[config.mk]
export PLATFORM = sky130hd
export DESIGN_NAME = sdram_cmd_tracker
export DESIGN_NICKNAME = d
export VERILOG_FILES = /design/src/rtl/sdcmd_pkg.sv /design/src/rtl/sdcmd_rst_sync.sv /design/src/rtl/sdcmd_decode.sv /design/src/rtl/sdcmd_rules.sv /design/src/rtl/sdcmd_timer.sv /design/src/rtl/sdram_cmd_tracker.sv
export SDC_FILE = /design/constraint.sdc
export NUM_CORES = 1
export LEC_CHECK = 0
export ABC_AREA = 1
export ABC_CLOCK_PERIOD_IN_PS = 1100
export BUFFER_PORTS_ARGS = -buffer_cell sky130_fd_sc_hd__buf_2
export CAP_MARGIN = 20
export CORE_UTILIZATION = 46
export DETAILED_ROUTE_END_ITERATION = 16
export GPL_TIMING_DRIVEN = 1
export PLACE_DENSITY = 0.75
export SYNTH_ARGS = -nofsm -noshare
export SYNTH_HDL_FRONTEND = slang
export SYNTH_SLANG_ARGS = --single-unit
export TNS_END_PERCENT = 30
[constraint.sdc]
create_clock -name clk -period 1.1 [get_ports clk]
set_input_delay 0.055 -clock clk [delete_from_list [all_inputs] [get_ports clk]]
set_output_delay 0.055 -clock clk [all_outputs]
set_load 0.03 [all_outputs]
[src/rtl/sdcmd_pkg.sv]
package sdcmd_pkg;
  typedef enum logic [3:0] {
    CMD_DESL  = 4'd0,
    CMD_NOP   = 4'd1,
    CMD_BST   = 4'd2,
    CMD_READ  = 4'd3,
    CMD_WRITE = 4'd4,
    CMD_ACT   = 4'd5,
    CMD_PRE   = 4'd6,
    CMD_PALL  = 4'd7,
    CMD_REF   = 4'd8,
    CMD_SELF  = 4'd9,
    CMD_MRS   = 4'd10
  } sd_cmd_e;

  typedef enum logic [2:0] {
    ST_IDLE = 3'd0,
    ST_ACT  = 3'd1,
    ST_PRE  = 3'd2,
    ST_REFR = 3'd3,
    ST_MRS  = 3'd4,
    ST_SELF = 3'd5,
    ST_PD   = 3'd6
  } sd_state_e;
endpackage

[src/rtl/sdcmd_rst_sync.sv]
module sdcmd_rst_sync (
  input  logic clk,
  input  logic rst_n,
  output logic rst_ln
);
  logic meta_q;
  logic sync_q;

  always_ff @(posedge clk or negedge rst_n) begin
    if (!rst_n) begin
      meta_q <= 1'b0;
      sync_q <= 1'b0;
    end else begin
      meta_q <= 1'b1;
      sync_q <= meta_q;
    end
  end

  assign rst_ln = sync_q;
endmodule

[src/rtl/sdcmd_decode.sv]
module sdcmd_decode
  import sdcmd_pkg::*;
(
  input  logic    cs_n,
  input  logic    ras_n,
  input  logic    cas_n,
  input  logic    we_n,
  input  logic    cke,
  input  logic    a10,
  output sd_cmd_e cmd
);
  always_comb begin
    cmd = CMD_DESL;
    if (!cs_n) begin
      unique case ({ras_n, cas_n, we_n})
        3'b111: cmd = CMD_NOP;
        3'b110: cmd = CMD_BST;
        3'b101: cmd = CMD_READ;
        3'b100: cmd = CMD_WRITE;
        3'b011: cmd = CMD_ACT;
        3'b010: cmd = a10 ? CMD_PALL : CMD_PRE;
        3'b001: cmd = cke ? CMD_REF : CMD_SELF;
        default: cmd = CMD_MRS;
      endcase
    end
  end
endmodule

[src/rtl/sdcmd_rules.sv]
module sdcmd_rules
  import sdcmd_pkg::*;
(
  input  sd_state_e state,
  input  sd_cmd_e   cmd,
  input  logic      cke,
  output logic      illegal
);
  logic is_rw;
  logic is_rowop;
  logic is_idle_cmd;

  always_comb begin
    is_rw       = (cmd == CMD_READ) || (cmd == CMD_WRITE);
    is_rowop    = (cmd == CMD_ACT) || (cmd == CMD_REF) ||
                  (cmd == CMD_SELF) || (cmd == CMD_MRS);
    is_idle_cmd = (cmd == CMD_DESL) || (cmd == CMD_NOP);
  end

  always_comb begin
    illegal = 1'b0;
    unique case (state)
      ST_IDLE:         illegal = cke && is_rw;
      ST_ACT:          illegal = is_rowop;
      ST_PRE:          illegal = is_rw || is_rowop;
      ST_REFR, ST_MRS: illegal = !is_idle_cmd;
      default:         illegal = 1'b0;
    endcase
  end
endmodule

[src/rtl/sdcmd_timer.sv]
module sdcmd_timer #(
  parameter int CNT_W = 4
) (
  input  logic             clk,
  input  logic             rst_n,
  input  logic             load,
  input  logic [CNT_W-1:0] load_val,
  output logic             done
);
  logic [CNT_W-1:0] cnt_q;
  logic [CNT_W-1:0] cnt_d;
  logic             cnt_en;

  always_comb begin
    cnt_en = load || (cnt_q != '0);
    cnt_d  = load ? load_val : (cnt_q - 1'b1);
  end

  always_ff @(posedge clk or negedge rst_n) begin
    if (!rst_n)      cnt_q <= '0;
    else if (cnt_en) cnt_q <= cnt_d;
  end

  assign done = (cnt_q == '0);


  timer_no_growth_chk: assert property (@(posedge clk) disable iff (!rst_n)
    !load |=> (cnt_q <= $past(cnt_q)));
endmodule

[src/rtl/sdram_cmd_tracker.sv]
module sdram_cmd_tracker
  import sdcmd_pkg::*;
#(
  parameter int BA_W  = 2,
  parameter int T_RP  = 3,
  parameter int T_RFC = 7,
  parameter int T_MRD = 2
) (
  input  logic            clk,
  input  logic            rst_n,
  input  logic            cs_n,
  input  logic            ras_n,
  input  logic            cas_n,
  input  logic            we_n,
  input  logic            cke,
  input  logic            a10,
  input  logic [BA_W-1:0] ba,
  output logic            illegal_o,
  output logic [3:0]      cmd_o,
  output logic [2:0]      state_o
);
  localparam int T_MAX0 = (T_RP > T_RFC) ? T_RP : T_RFC;
  localparam int T_MAX  = (T_MAX0 > T_MRD) ? T_MAX0 : T_MRD;
  localparam int CNT_W  = (T_MAX < 2) ? 1 : $clog2(T_MAX);
  localparam logic [CNT_W-1:0] RP_LD  = CNT_W'(T_RP - 1);
  localparam logic [CNT_W-1:0] RFC_LD = CNT_W'(T_RFC - 1);
  localparam logic [CNT_W-1:0] MRD_LD = CNT_W'(T_MRD - 1);

  logic             rst_ln;
  sd_cmd_e          cmd;
  logic             illegal;
  logic             t_done;
  logic             t_load;
  logic [CNT_W-1:0] t_val;

  sd_state_e        state_q, state_d;
  sd_cmd_e          cmd_q;
  logic             illegal_q;
  logic [BA_W-1:0]  bank_q;
  logic             bank_en;
  logic             bank_hit;

  sdcmd_rst_sync u_rst (
    .clk    (clk),
    .rst_n  (rst_n),
    .rst_ln (rst_ln)
  );

  sdcmd_decode u_dec (
    .cs_n  (cs_n),
    .ras_n (ras_n),
    .cas_n (cas_n),
    .we_n  (we_n),
    .cke   (cke),
    .a10   (a10),
    .cmd   (cmd)
  );

  sdcmd_rules u_rules (
    .state   (state_q),
    .cmd     (cmd),
    .cke     (cke),
    .illegal (illegal)
  );

  sdcmd_timer #(.CNT_W(CNT_W)) u_tmr (
    .clk      (clk),
    .rst_n    (rst_ln),
    .load     (t_load),
    .load_val (t_val),
    .done     (t_done)
  );

  assign bank_hit = (ba == bank_q);

  always_comb begin
    state_d = state_q;
    t_load  = 1'b0;
    t_val   = RP_LD;
    bank_en = 1'b0;
    unique case (state_q)
      ST_IDLE: begin
        if (cmd == CMD_SELF) begin
          state_d = ST_SELF;
        end else if (!cke) begin
          state_d = ST_PD;
        end else begin
          unique case (cmd)
            CMD_ACT: begin
              state_d = ST_ACT;
              bank_en = 1'b1;
            end
            CMD_REF: begin
              state_d = ST_REFR;
              t_load  = 1'b1;
              t_val   = RFC_LD;
            end
            CMD_MRS: begin
              state_d = ST_MRS;
              t_load  = 1'b1;
              t_val   = MRD_LD;
            end
            default: state_d = ST_IDLE;
          endcase
        end
      end
      ST_ACT: begin
        if ((cmd == CMD_PALL) || ((cmd == CMD_PRE) && bank_hit)) begin
          state_d = ST_PRE;
          t_load  = 1'b1;
          t_val   = RP_LD;
        end
      end
      ST_PRE, ST_REFR, ST_MRS: begin
        if (t_done) state_d = ST_IDLE;
      end
      ST_SELF, ST_PD: begin
        if (cke) state_d = ST_IDLE;
      end
      default: state_d = ST_IDLE;
    endcase
  end

  always_ff @(posedge clk or negedge rst_ln) begin
    if (!rst_ln) begin
      state_q   <= ST_IDLE;
      cmd_q     <= CMD_DESL;
      illegal_q <= 1'b0;
    end else begin
      state_q   <= state_d;
      cmd_q     <= cmd;
      illegal_q <= illegal;
    end
  end

  always_ff @(posedge clk or negedge rst_ln) begin
    if (!rst_ln)      bank_q <= '0;
    else if (bank_en) bank_q <= ba;
  end

  assign illegal_o = illegal_q;
  assign cmd_o     = cmd_q;
  assign state_o   = state_q;


  pre_exit_chk: assert property (@(posedge clk) disable iff (!rst_ln)
    (state_q == ST_PRE) |=> (state_q == ST_PRE || state_q == ST_IDLE));


  self_exit_chk: assert property (@(posedge clk) disable iff (!rst_ln)
    (state_q == ST_SELF) |=> (state_q == ST_SELF || state_q == ST_IDLE));


  lowpower_quiet_chk: assert property (@(posedge clk) disable iff (!rst_ln)
    (state_q == ST_SELF || state_q == ST_PD) |=> !illegal_q);


  act_entry_chk: assert property (@(posedge clk) disable iff (!rst_ln)
    (state_q != ST_IDLE && state_q != ST_ACT) |=> (state_q != ST_ACT));


  refr_exit_chk: assert property (@(posedge clk) disable iff (!rst_ln)
    (state_q == ST_REFR) |=> (state_q == ST_REFR || state_q == ST_IDLE));
endmodule

==> flow_summary.yaml, run 1 <==
final_layout:
  nFillCells: 131
  area_delta_synth_final_pct: 42.18
  regArea_um2: 379.1
  n_antenna_cell: 0
  multi_input_comb_area_um2: 553.0
  drive_gt1_frac: 0.5217
  final_util: 0.7257
  num-nets-final: 174
sta:
  timing.final.setup_violations: 9
  post-route-worst-setup-slack_ns: -0.2205
  hold_violations: 0
  maximum_clock_skew_at_final_layout_ns: 0.003601
  finalWorstPathRequiredPeriod_ns: 1.321
  slew_viol_final: 0
  unrepaired_setup_endpoints_after_global_routing: "true"
  max_freq_mhz: 757.3
  final_period_utilization: 1.200
critical_path:
  critical-path-top-delay-family: "flip-flops"
  crit_slowest_cell: "sky130_fd_sc_hd__dfrtp_1"
  timing.critical_path.buf_inv: 3
  critPathMaxStageDelay_ns: 0.40
  critPathCaptureType: "flop"
  worstPathMaxFanout: 3
  path_cells: "inv_2, ha_4, inv_2, nor2_4, a21oi_1, o21ai_1, nand2_1, a21oi_2, inv_2, nand2_1, nand2_1"
  worst_ep_arrival_time_ns: 1.50
  worst_ep_required_time_ns: 1.28
  kind_of_start_point_of_the_critical_path: "flop"
  criticalPathCategory: "reg -> reg"
clock_tree:
  cts.path.max_buffers: 2
  clkSinkCount: 15
  htree_levels: 1
  clk_root_buffer_cell: "sky130_fd_sc_hd__clkbuf_4"
  cts_tree: "done"
  clk-insertion-delay-late_ns: 0.28
  cts.clk_slew.worst_paths_ns: 0.10
  number_of_buffers_created_by_cts: 3
global_routing:
  pin_count_of_the_biggest_net_entering_global_routing: 10
  first_global_vias: 847
  wire_length_of_the_first_global_routing_pass_um: 3705
  grt_antenna_before_repair: 0
  globalRoute.totalOverflow: 0
  groute.usage.overall: 0.2474
floorplanning:
  boundaryPins: 18
  die-area_mm2: 0.002182
  floorplan.core_area_mm2: 0.001802
  fp.dieW_um: 46.71
  num_rows: 15
  initial_utilization: 0.5104
  fp.dieH_um: 46.71
synthesis:
  synth_edf_count: 0
  synth_seq_cells: 15
  synth-async-reset-ratio: 1.000
  seq_area_frac_synth: 0.4082
  syn-cell-area_um2: 919.6
  mappedNetlistNets: 130
  yosys.cell_types.count: 25
  post_synth.cell_area_avg_um2: 7.793
  ys_warn_count: 0
  synth_flop_cell: "sky130_fd_sc_hd__dfrtp_1"
  post_synth_inst_count: 118
job:
  maxCapViolCount: 0
status:
  run_status: "finished with violations"
  failing_checks: "negative setup slack"
place:
  place_hpwl_um: 1708
  number_of_buffer_cells_added_on_primary_ports: 17
  last_weighted_congestion_value_of_the_routability_driven_placer: 0.8972
  detailedPlace.worstSlack_ns: -0.2871
route:
  drc: 0
  num_vias: 917
  wl_um: 2198
  drt_first_iter_violations: 27
  first_pass_iters: 4
  avgRoutedWirePerCell_um: 11.82
  route.antenna.remaining_nets: 0
  vias_per_cell: 4.930
pwr:
  peakVddDrop_mv: 1.386
  power.static_leakage_nw: 0.6861
  powerDensity_mw_per_mm2: 2127
hold_path:
  hold_path_class: "in -> reg"
-- per-stage QoR --
stage | hold slack, ns | setup TNS, ns | cell area (um^2) | power, mW | instances
detailed placement | -0.1575 | -1.955 | 1215 | 2.277 | 178
global route | 0.01580 | -2.787 | 1308 | 3.018 | 186
floorplan | -0.2406 | -1.688 | 963.4 | 1.733 | 118
finish | 0.01964 | -1.682 | 1308 | 2.780 | 186
global placement | -0.1591 | -1.597 | 1215 | 2.217 | 178
CTS | 0.01562 | -1.628 | 1292 | 2.718 | 185
-- final cells by class --
cell class | count | area share
tap | 25 | 0.02392
multi-input combinational | 86 | 0.4230
clock inverter | 1 | 0.003828
sequential | 15 | 0.2900
clock buffer | 3 | 0.01722
timing repair buffer | 39 | 0.1933
inverter | 17 | 0.04880
-- path summary, 6_finish.rpt --
kind | start | endpoint | slack [ns] | cells past startpoint
worst min-delay path | ba[0] | bank_q[0]$_DFFE_PN0P_ | 0.02 | 3
worst min register to register | u_rst.rst_ln$_DFF_PN0_ | state_o[0]$_DFFE_PN0P_ | 0.09 | 0
worst max-delay path | u_tmr.cnt_q[1]$_DFFE_PN0P_ | state_o[1]$_DFFE_PN0P_ | -0.22 | 11
worst max register to register | u_tmr.cnt_q[1]$_DFFE_PN0P_ | state_o[1]$_DFFE_PN0P_ | -0.22 | 11
min in group asynchronous | rst_n | u_rst.rst_ln$_DFF_PN0_ | 0.08 | 2
max in group asynchronous | u_rst.rst_ln$_DFF_PN0_ | cmd_o[3]$_DFF_PN0_ | 0.62 | 1
-- layout by cell type (no fill, tap or decap) --
cell type	synthesis	layout
sky130_fd_sc_hd__nor3_2	1	1
sky130_fd_sc_hd__a21oi_2	1	3
sky130_fd_sc_hd__xnor2_1	2	2
sky130_fd_sc_hd__nor2_1	10	5
sky130_fd_sc_hd__nand3_2	2	4
sky130_fd_sc_hd__o21ai_1	4	5
sky130_fd_sc_hd__nand2_2	6	8
sky130_fd_sc_hd__nand2_4	2	2
sky130_fd_sc_hd__ha_1	2	1
sky130_fd_sc_hd__nand4_1	1	1
sky130_fd_sc_hd__clkbuf_4	0	3
sky130_fd_sc_hd__dfrtp_2	0	3
sky130_fd_sc_hd__o211ai_1	1	1
sky130_fd_sc_hd__a21oi_1	4	2
sky130_fd_sc_hd__nand3_1	13	11
sky130_fd_sc_hd__buf_4	0	21
sky130_fd_sc_hd__inv_1	12	7
sky130_fd_sc_hd__dfrtp_1	15	12
sky130_fd_sc_hd__buf_2	0	17
sky130_fd_sc_hd__nor4_4	0	1
sky130_fd_sc_hd__ha_4	0	1
sky130_fd_sc_hd__nor2_4	0	2
sky130_fd_sc_hd__clkinv_2	0	1
sky130_fd_sc_hd__inv_2	5	10
sky130_fd_sc_hd__nor2_2	1	4
sky130_fd_sc_hd__nand2_1	28	26
sky130_fd_sc_hd__nand3_4	1	1
sky130_fd_sc_hd__nor3_4	1	1
sky130_fd_sc_hd__xor2_1	1	1
sky130_fd_sc_hd__o21ai_2	1	1
sky130_fd_sc_hd__dlygate4sd3_1	0	1
sky130_fd_sc_hd__conb_1	1	1
sky130_fd_sc_hd__o21ai_0	2	1
-- tightest hold or removal path, stage by stage --
cell and delay [ns]:
sky130_fd_sc_hd__buf_2 0.11, sky130_fd_sc_hd__inv_1 0.04, sky130_fd_sc_hd__o21ai_1 0.06
-- kinds of logic (layout without fill, tap and decap cells) --
logic type | Yosys count | in the layout | synth area share
other | 1 | 1 | 0.004078
AOI/OAI and AO/OA | 13 | 13 | 0.08164
DFF | 15 | 15 | 0.4082
adders and majority gates | 2 | 2 | 0.02721
xor gates and xnor gates | 3 | 3 | 0.02858
buffers and inverters | 17 | 60 | 0.06939
and+or+nand+nor | 67 | 67 | 0.3810
-- Yosys cell counts, types with 2 or more instances --
master | instances | area (um^2)
sky130_fd_sc_hd__o21ai_0 | 2 | 10.01
sky130_fd_sc_hd__a21oi_1 | 4 | 20.02
sky130_fd_sc_hd__xnor2_1 | 2 | 17.52
sky130_fd_sc_hd__nand2_1 | 28 | 105.1
sky130_fd_sc_hd__nand2_4 | 2 | 22.52
sky130_fd_sc_hd__nand2_2 | 6 | 37.54
sky130_fd_sc_hd__dfrtp_1 | 15 | 375.4
sky130_fd_sc_hd__nor2_1 | 10 | 37.54
sky130_fd_sc_hd__nand3_2 | 2 | 20.02
sky130_fd_sc_hd__ha_1 | 2 | 25.02
sky130_fd_sc_hd__inv_1 | 12 | 45.04
sky130_fd_sc_hd__inv_2 | 5 | 18.77
sky130_fd_sc_hd__nand3_1 | 13 | 65.06
sky130_fd_sc_hd__o21ai_1 | 4 | 20.02
-- power by group --
group	leakage (nW)	switching (mW)	total, mW	internal (mW)
registers	0.186	0.103	0.807	0.704
clock network	0.0177	0.190	0.325	0.135
logic	0.482	0.908	1.65	0.741
-- per-layer routing --
layer | global-route usage | vias to the layer above | share of wire
met2 | 0.4028 | 31 | 0.52
met1 | 0.3325 | 421 | 0.42
li1 | - | 463 | -
met5 | 0 | - | 0
met4 | 0.08000 | 0 | 0.0068
met3 | 0.04314 | 2 | 0.056
-- state kept, by name, summed over array words and instances, names as in the netlist --
name and flops:
cmd_o 4, state_o 3, illegal_o 1, u_tmr.cnt_q 3, bank_q 2, u_rst.rst_ln 1
u_rst.meta_q 1
-- repair_timing --
action | CTS | global route
gates resized for setup | 7 | 2
pin swaps | 7 | 3
endpoints found under the setup margin | 9 | 12
setup buffers | 2 | 1
hold buffers | 1 | 0
hold endpoints to repair | 2 | 0
No activity file was read; power rests on OpenSTA's default activity.
==> inputs of run 2 (changes only) <==
- ABC_AREA: 1 -> unset
==> run 2 against run 1 <==
The run still ends with negative setup slack left. Critical path type unchanged. Setup slack worse by 0.37 ns. Register-to-register slack worse by 0.37 ns. Highest routed layer unchanged. Sequential power increased by 6.7%. Critical endpoint is now u_tmr.cnt_q[1]$_DFFE_PN0P_. Non-clock buffer count increased by 13. Die area is 0.79% higher. Cell count shrank 7.0%. Critical path depth fell by 7. Sequential share of layout area down 2.5 points. Combinational power is 28% higher. Wire length up 11%. Flip-flop and latch count did not move.
==> flow_summary.yaml, run 2 <==
hold_path:
  worstHoldStart: "ba[1]"
  timing.hold.worst_path_depth: 2
  end_of_the_worst_hold_path: "bank_q[1]$_DFFE_PN0P_"
  hold_path_class: "in -> reg"
floorplanning:
  fp.dieH_um: 46.90
  boundaryPins: 18
  num_rows: 15
  fp.dieW_um: 46.90
  initial_utilization: 0.5146
  die-area_mm2: 0.002199
  floorplan.core_area_mm2: 0.001802
route:
  num_vias: 940
  route.antenna.remaining_nets: 0
  avgRoutedWirePerCell_um: 14.06
  drc: 0
  vias_per_cell: 5.434
  first_pass_iters: 4
  wl_um: 2432
  drt_first_iter_violations: 19
clock_tree:
  cts_tree: "done"
  clk-insertion-delay-late_ns: 0.30
  cts.path.max_buffers: 2
  cts.clk_slew.worst_paths_ns: 0.10
  number_of_buffers_created_by_cts: 3
  clk_root_buffer_cell: "sky130_fd_sc_hd__clkbuf_4"
  clkSinkCount: 15
  htree_levels: 1
critical_path:
  crit_slowest_cell: "sky130_fd_sc_hd__dfrtp_2"
  worst_ep_arrival_time_ns: 1.89
  critPathCaptureType: "flop"
  worst_ep_required_time_ns: 1.30
  path_cells: "or3b_4, or4_4, mux2_4, o21a_1"
  kind_of_start_point_of_the_critical_path: "flop"
  timing.critical_path.buf_inv: 0
  critical-path-top-delay-family: "simple AND/OR/NAND/NOR gates"
  timing.reg2reg.setup_slack_ns: -0.59
  reg2regPathDepth: 4
  critPathMaxStageDelay_ns: 0.42
  criticalPathCategory: "reg -> reg"
  worstPathMaxFanout: 2
  regToRegEndpoint: "u_tmr.cnt_q[1]$_DFFE_PN0P_"
  r2r_start: "state_o[0]$_DFFE_PN0P_"
pwr:
  internal_power_mw: 2.029
  total_power_mw: 3.316
  p_sw_mw: 1.287
  clkPwrFrac: 0.101
  switching_share: 0.3881
  power.share.combinational: 0.640
  power.static_leakage_nw: 0.6715
  share_seq_of_total_power: 0.260
  peakVddDrop_mv: 1.304
  powerDensity_mw_per_mm2: 2329
sta:
  post-route-worst-setup-slack_ns: -0.5935
  timing.slew.headroom: 0.5252
  max_freq_mhz: 590.5
  hold_violations: 0
  timing.final.setup_violations: 10
  maximum_clock_skew_at_final_layout_ns: 0.005641
  finalWorstPathRequiredPeriod_ns: 1.693
  actual_transition_at_the_worst_max_transition_pin_ns: 0.6943
  final_period_utilization: 1.540
  unrepaired_setup_endpoints_after_global_routing: "true"
  slew_viol_final: 0
final_layout:
  final_util: 0.7903
  area_delta_synth_final_pct: 53.58
  mostFrequentLayoutCell: "sky130_fd_sc_hd__buf_4"
  mostFrequentLayoutCells: "sky130_fd_sc_hd__buf_4 (29), sky130_fd_sc_hd__buf_2 (14), sky130_fd_sc_hd__dfrtp_1 (13), sky130_fd_sc_hd__nor2_1 (10), sky130_fd_sc_hd__buf_6 (8)"
  largest_register_ffs: 4
  n_antenna_cell: 0
  num-nets-final: 161
  drive_gt1_frac: 0.5203
place:
  number_of_buffer_cells_added_on_primary_ports: 17
  place_hpwl_um: 1589
  last_weighted_congestion_value_of_the_routability_driven_placer: 0.9009
  detailedPlace.worstSlack_ns: -0.5771
synthesis:
  seq_area_frac_synth: 0.4049
  synth_flop_cell: "sky130_fd_sc_hd__dfrtp_1"
  post_synth_top_area_share: 0.4049
  yosys.cell_types.count: 37
  syn-cell-area_um2: 927.1
  ys_warn_count: 0
  post_synth_inst_count: 100
  synth.cells.most_frequent: "sky130_fd_sc_hd__dfrtp_1 (15), sky130_fd_sc_hd__nor2_1 (11), sky130_fd_sc_hd__clkbuf_1 (6), sky130_fd_sc_hd__inv_1 (6), sky130_fd_sc_hd__nand3_1 (5)"
  synth_seq_cells: 15
  synth_largest_area_cell: "sky130_fd_sc_hd__dfrtp_1"
  post-synth-top-count-cell: "sky130_fd_sc_hd__dfrtp_1"
  synth_edf_count: 0
  post_synth.cell_area_avg_um2: 9.271
  mappedNetlistNets: 112
  synth-async-reset-ratio: 1.000
  synth.top_cells.by_area: "sky130_fd_sc_hd__dfrtp_1 (40%), sky130_fd_sc_hd__nor2_1 (4.5%), sky130_fd_sc_hd__mux2i_1 (4.3%)"
global_routing:
  globalRoute.totalOverflow: 0
  groute.usage.overall: 0.2381
  first_global_vias: 789
  grt_antenna_before_repair: 0
  pin_count_of_the_biggest_net_entering_global_routing: 14
  wire_length_of_the_first_global_routing_pass_um: 3525
status:
  run_status: "finished with violations"
  failing_checks: "negative setup slack"
job:
  maxCapViolCount: 0
==> run 2: changes by cell type after synthesis, moves of 4 or more <==
cell,before,now
sky130_fd_sc_hd__mux2i_1,0,4
sky130_fd_sc_hd__nand2_2,6,0
sky130_fd_sc_hd__nand3_1,13,5
sky130_fd_sc_hd__inv_2,5,0
sky130_fd_sc_hd__nand2_1,28,4
sky130_fd_sc_hd__inv_1,12,6
sky130_fd_sc_hd__o21ai_1,4,0
sky130_fd_sc_hd__clkbuf_1,0,6
==> run 2: through the flow <==
step | instance area (um^2) | instances | TNS [ns] | hold WS [ns]
2_1_floorplan | 929.6 | 100 | -3.704 | -0.2406
3_3_place_gp | 1216 | 162 | -3.215 | -0.1599
6_report | 1424 | 173 | -3.818 | 0.01686
4_1_cts | 1353 | 170 | -3.609 | 0.01542
5_1_grt | 1424 | 173 | -4.226 | 0.01788
3_5_place_dp | 1216 | 162 | -3.576 | -0.1581
==> run 2: timing repair <==
action                                 CTS  global route
hold buffers                             1             0
pin swaps                                3             6
setup endpoints to repair               12            11
setup buffers                            3             4
endpoints found under the hold margin    2             0
gates resized for setup                 22            15
==> run 2: kinds of logic after synthesis <==
| family | share of synthesized area |
|---|---|
| mux | 0.09581 |
| buf+inv | 0.06612 |
| flops | 0.4049 |
| compound gates | 0.1674 |
| simple gates | 0.1970 |
| fa+ha+maj | 0.02699 |
| other cells | 0.004045 |
| xor+xnor | 0.03779 |
==> run 2: worst max-delay path by stage <==
| stage | from | to | slack (ns) | depth (start not counted) |
|---|---|---|---|---|
| final | state_o[0]$_DFFE_PN0P_ | u_tmr.cnt_q[1]$_DFFE_PN0P_ | -0.59 | 4 |
| after global routing | state_o[0]$_DFFE_PN0P_ | u_tmr.cnt_q[1]$_DFFE_PN0P_ | -0.62 | 4 |
| after CTS | state_o[0]$_DFFE_PN0P_ | u_tmr.cnt_q[1]$_DFFE_PN0P_ | -0.58 | 4 |
| after detailed placement | state_o[0]$_DFFE_PN0P_ | u_tmr.cnt_q[1]$_DFFE_PN0P_ | -0.58 | 4 |
| after global placement | state_o[0]$_DFFE_PN0P_ | u_tmr.cnt_q[1]$_DFFE_PN0P_ | -0.53 | 4 |
| after floorplan | state_o[0]$_DFFE_PN0P_ | u_tmr.cnt_q[1]$_DFFE_PN0P_ | -0.62 | 4 |
==> run 2: final cells by class <==
cell class | instances | area (um^2)
inverter | 6 | 22.52
clock buffer | 3 | 22.52
sequential | 15 | 377.9
clock inverter | 1 | 5.005
multi-input combinational | 71 | 576.8
tap | 25 | 31.28
fill | 127 | 377.9
timing repair buffer | 52 | 387.9
==> run 2: worst register-to-register path, cell delays in order (launching register included) <==
cell                      delay (ns)
sky130_fd_sc_hd__dfrtp_2        0.42
sky130_fd_sc_hd__or3b_4         0.38
sky130_fd_sc_hd__or4_4          0.42
sky130_fd_sc_hd__mux2_4         0.27
sky130_fd_sc_hd__o21a_1         0.10
==> run 2: power by group through the flow <==
stage | sequential, mW | combinational [mW] | clock, mW
after floorplan | 0.937 | 0.911 | 0
after global placement | 0.831 | 1.61 | 0
after detailed placement | 0.835 | 1.66 | 0
after CTS | 0.842 | 1.90 | 0.335
after global routing | 0.883 | 2.28 | 0.361
final | 0.861 | 2.12 | 0.334
==> run 2: per-layer routing <==
layer / vias to the layer above / GRT usage / wire (um)
met5: - / 0 / 0
met4: 0 / 0.1371 / 63
met3: 5 / 0.03077 / 105
met2: 34 / 0.3611 / 1155
met1: 449 / 0.3247 / 1106
li1: 452 / - / -
==> inputs of run 3 (changes only) <==
- ABC_CLOCK_PERIOD_IN_PS: 1100 -> 1850
- clock period: 1.1 -> 1.85 ns (I/O delays scaled with it)
==> run 3 against run 2 <==
Via count shrank 12%. Clock-buffer cell count is the same. Critical path depth grew 2. Hold slack gained 0.033 ns. Utilization shrank 20 points. Fmax grew 0.93%. Wire length shrank 18%. Setup slack gained 0.77 ns. Sequential power shrank 41%. Non-clock buffer count shrank 30. The run now ends clean. Combinational power shrank 63%. Clock skew shrank 0.0027 ns. Critical path type unchanged.
==> flow_summary.yaml, run 3 (synthesis results as in run 2) <==
critical_path:
  r2r_start: "u_tmr.cnt_q[0]$_DFFE_PN0P_"
  criticalPathCategory: "reg -> reg"
  crit_slowest_cell: "sky130_fd_sc_hd__dfrtp_1"
  regToRegEndpoint: "u_tmr.cnt_q[1]$_DFFE_PN0P_"
  worst_ep_required_time_ns: 2.04
  critPathMaxStageDelay_ns: 0.37
  reg2regPathDepth: 6
  launching_element_of_the_worst_setup_path: "u_tmr.cnt_q[0]$_DFFE_PN0P_"
  worst_ep_arrival_time_ns: 1.87
  path_cells: "inv_1, ha_1, nor2b_1, mux2i_1, mux2_4, o21a_1"
  timing.critical_path.buf_inv: 1
  worstPathMaxFanout: 4
  critical-path-top-delay-family: "multiplexers"
  timing.reg2reg.setup_slack_ns: 0.17
  crit_end: "u_tmr.cnt_q[1]$_DFFE_PN0P_"
  critPathCaptureType: "flop"
  kind_of_start_point_of_the_critical_path: "flop"
  timing.critical_path.depth: 6
floorplanning:
  floorplan.core_area_mm2: 0.001802
  fp.dieH_um: 46.90
  boundaryPins: 18
  die-area_mm2: 0.002199
  initial_utilization: 0.5146
  num_rows: 15
  fp.dieW_um: 46.90
sta:
  hold_violations: 0
  final.setup.tns_ns: 0
  maximum_clock_skew_at_final_layout_ns: 0.002907
  slew_viol_final: 0
  finalWorstPathRequiredPeriod_ns: 1.678
  post-route-worst-setup-slack_ns: 0.1721
  unrepaired_setup_endpoints_after_global_routing: "false"
  max_freq_mhz: 596.0
  timing.final.setup_violations: 0
  actual_transition_at_the_worst_max_transition_pin_ns: 0.6382
  final_period_utilization: 0.9070
  timing.slew.headroom: 0.5635
  hold_ws_ns: 0.04985
place:
  place_hpwl_um: 1501
  number_of_buffer_cells_added_on_primary_ports: 17
  last_weighted_congestion_value_of_the_routability_driven_placer: 0.8804
  detailedPlace.worstSlack_ns: 0.1814
  dpl_cell_area_mm2: 0.001035
  dpl.cell_count: 138
final_layout:
  mostFrequentLayoutCell: "sky130_fd_sc_hd__buf_2"
  mostFrequentLayoutCells: "sky130_fd_sc_hd__buf_2 (17), sky130_fd_sc_hd__dfrtp_1 (15), sky130_fd_sc_hd__nor2_1 (11), sky130_fd_sc_hd__inv_1 (6), sky130_fd_sc_hd__nand3_1 (5)"
  largest_register_ffs: 4
  num-nets-final: 131
  instances_no_fill: 143
  regArea_um2: 375.4
  layout.cell_area.non_filler_mm2: 0.001072
  nFillCells: 181
  multi_input_comb_area_um2: 490.5
  n_antenna_cell: 0
  final_util: 0.5951
  area_delta_synth_final_pct: 15.65
  drive_gt1_frac: 0.2458
route:
  route.antenna.remaining_nets: 0
  wirelength_met1_um: 898
  wl_um: 1990
  avgRoutedWirePerCell_um: 13.92
  drt_first_iter_violations: 23
  num_vias: 823
  vias_per_cell: 5.755
  first_pass_iters: 4
  wl_met2_um: 958
  met3RoutedLength_um: 108
  highest-signal-layer: "met4"
  drc: 0
pwr:
  switching_share: 0.4150
  total_power_mw: 1.485
  internal_power_uw: 868.8
  powerDensity_mw_per_mm2: 1385
  share_seq_of_total_power: 0.339
  power.static_leakage_nw: 0.4972
  power.share.combinational: 0.529
  peakVddDrop_mv: 0.6710
  clkPwrFrac: 0.132
  p_sw_uw: 616.3
clock_tree:
  clk-insertion-delay-late_ns: 0.29
  cts_post_setup_buffers_inserted: 0
  gates_resized_cts_repair: 0
  cts_hold_buf: 1
  number_of_buffers_created_by_cts: 3
  htree_levels: 1
  cts_tree: "done"
  clkSinkCount: 15
  cts.path.max_buffers: 2
  cts.clk_slew.worst_paths_ns: 0.09
  clk_root_buffer_cell: "sky130_fd_sc_hd__clkbuf_4"
global_routing:
  first_global_vias: 762
  pin_count_of_the_biggest_net_entering_global_routing: 14
  globalRoute.totalOverflow: 0
  grt_antenna_before_repair: 0
  wire_length_of_the_first_global_routing_pass_um: 3325
  groute.usage.overall: 0.2192
job:
  maxCapViolCount: 0
hold_path:
  worstHoldStart: "ba[0]"
  hold_path_class: "in -> reg"
  timing.hold.worst_path_depth: 2
status:
  run_status: "complete, no violations"
## run 3: cell count changes in the layout (fill, tap and decap cells not counted), moves of 2 or more
cell | before | now
sky130_fd_sc_hd__mux2_2 | 1 | 3
sky130_fd_sc_hd__dfrtp_1 | 13 | 15
sky130_fd_sc_hd__mux2_4 | 3 | 1
sky130_fd_sc_hd__inv_1 | 3 | 6
sky130_fd_sc_hd__inv_2 | 3 | 0
sky130_fd_sc_hd__buf_2 | 14 | 17
sky130_fd_sc_hd__buf_6 | 8 | 0
sky130_fd_sc_hd__dfrtp_2 | 2 | 0
sky130_fd_sc_hd__buf_4 | 29 | 4
## run 3: layer usage
| layer | up-vias | track usage |
|---|---|---|
| li1 | 393 | - |
| met1 | 398 | 0.2594 |
| met2 | 27 | 0.3694 |
| met3 | 5 | 0.06923 |
| met4 | 0 | 0.08571 |
| met5 | - | 0 |
## run 3: power groups by stage
stage,Sequential [mW],Combinational (mW),Clock [mW]
3_3_place_gp,0.508,0.750,0
6_report,0.504,0.786,0.196
3_5_place_dp,0.513,0.781,0
2_1_floorplan,0.556,0.539,0
5_1_grt,0.519,0.871,0.210
4_1_cts,0.506,0.786,0.202
## run 3: layout make-up
| type | instances | area share |
|---|---|---|
| clock buffers | 3 | 0.02100 |
| inverters | 6 | 0.02100 |
| well taps | 25 | 0.02917 |
| multi-input cells | 71 | 0.4574 |
| repair buffers | 22 | 0.1167 |
| clock inverters | 1 | 0.004667 |
| flip-flops and latches | 15 | 0.3501 |
## run 3: how the worst min path moves through the flow
stage / end / slack, ns
5_1_grt: bank_q[0]$_DFFE_PN0P_ / 0.06
6_report: bank_q[0]$_DFFE_PN0P_ / 0.05
3_3_place_gp: u_rst.meta_q$_DFF_PN0_ / -0.12
3_5_place_dp: u_rst.rst_ln$_DFF_PN0_ / -0.12
2_1_floorplan: u_rst.meta_q$_DFF_PN0_ / -0.20
4_1_cts: bank_q[0]$_DFFE_PN0P_ / 0.05
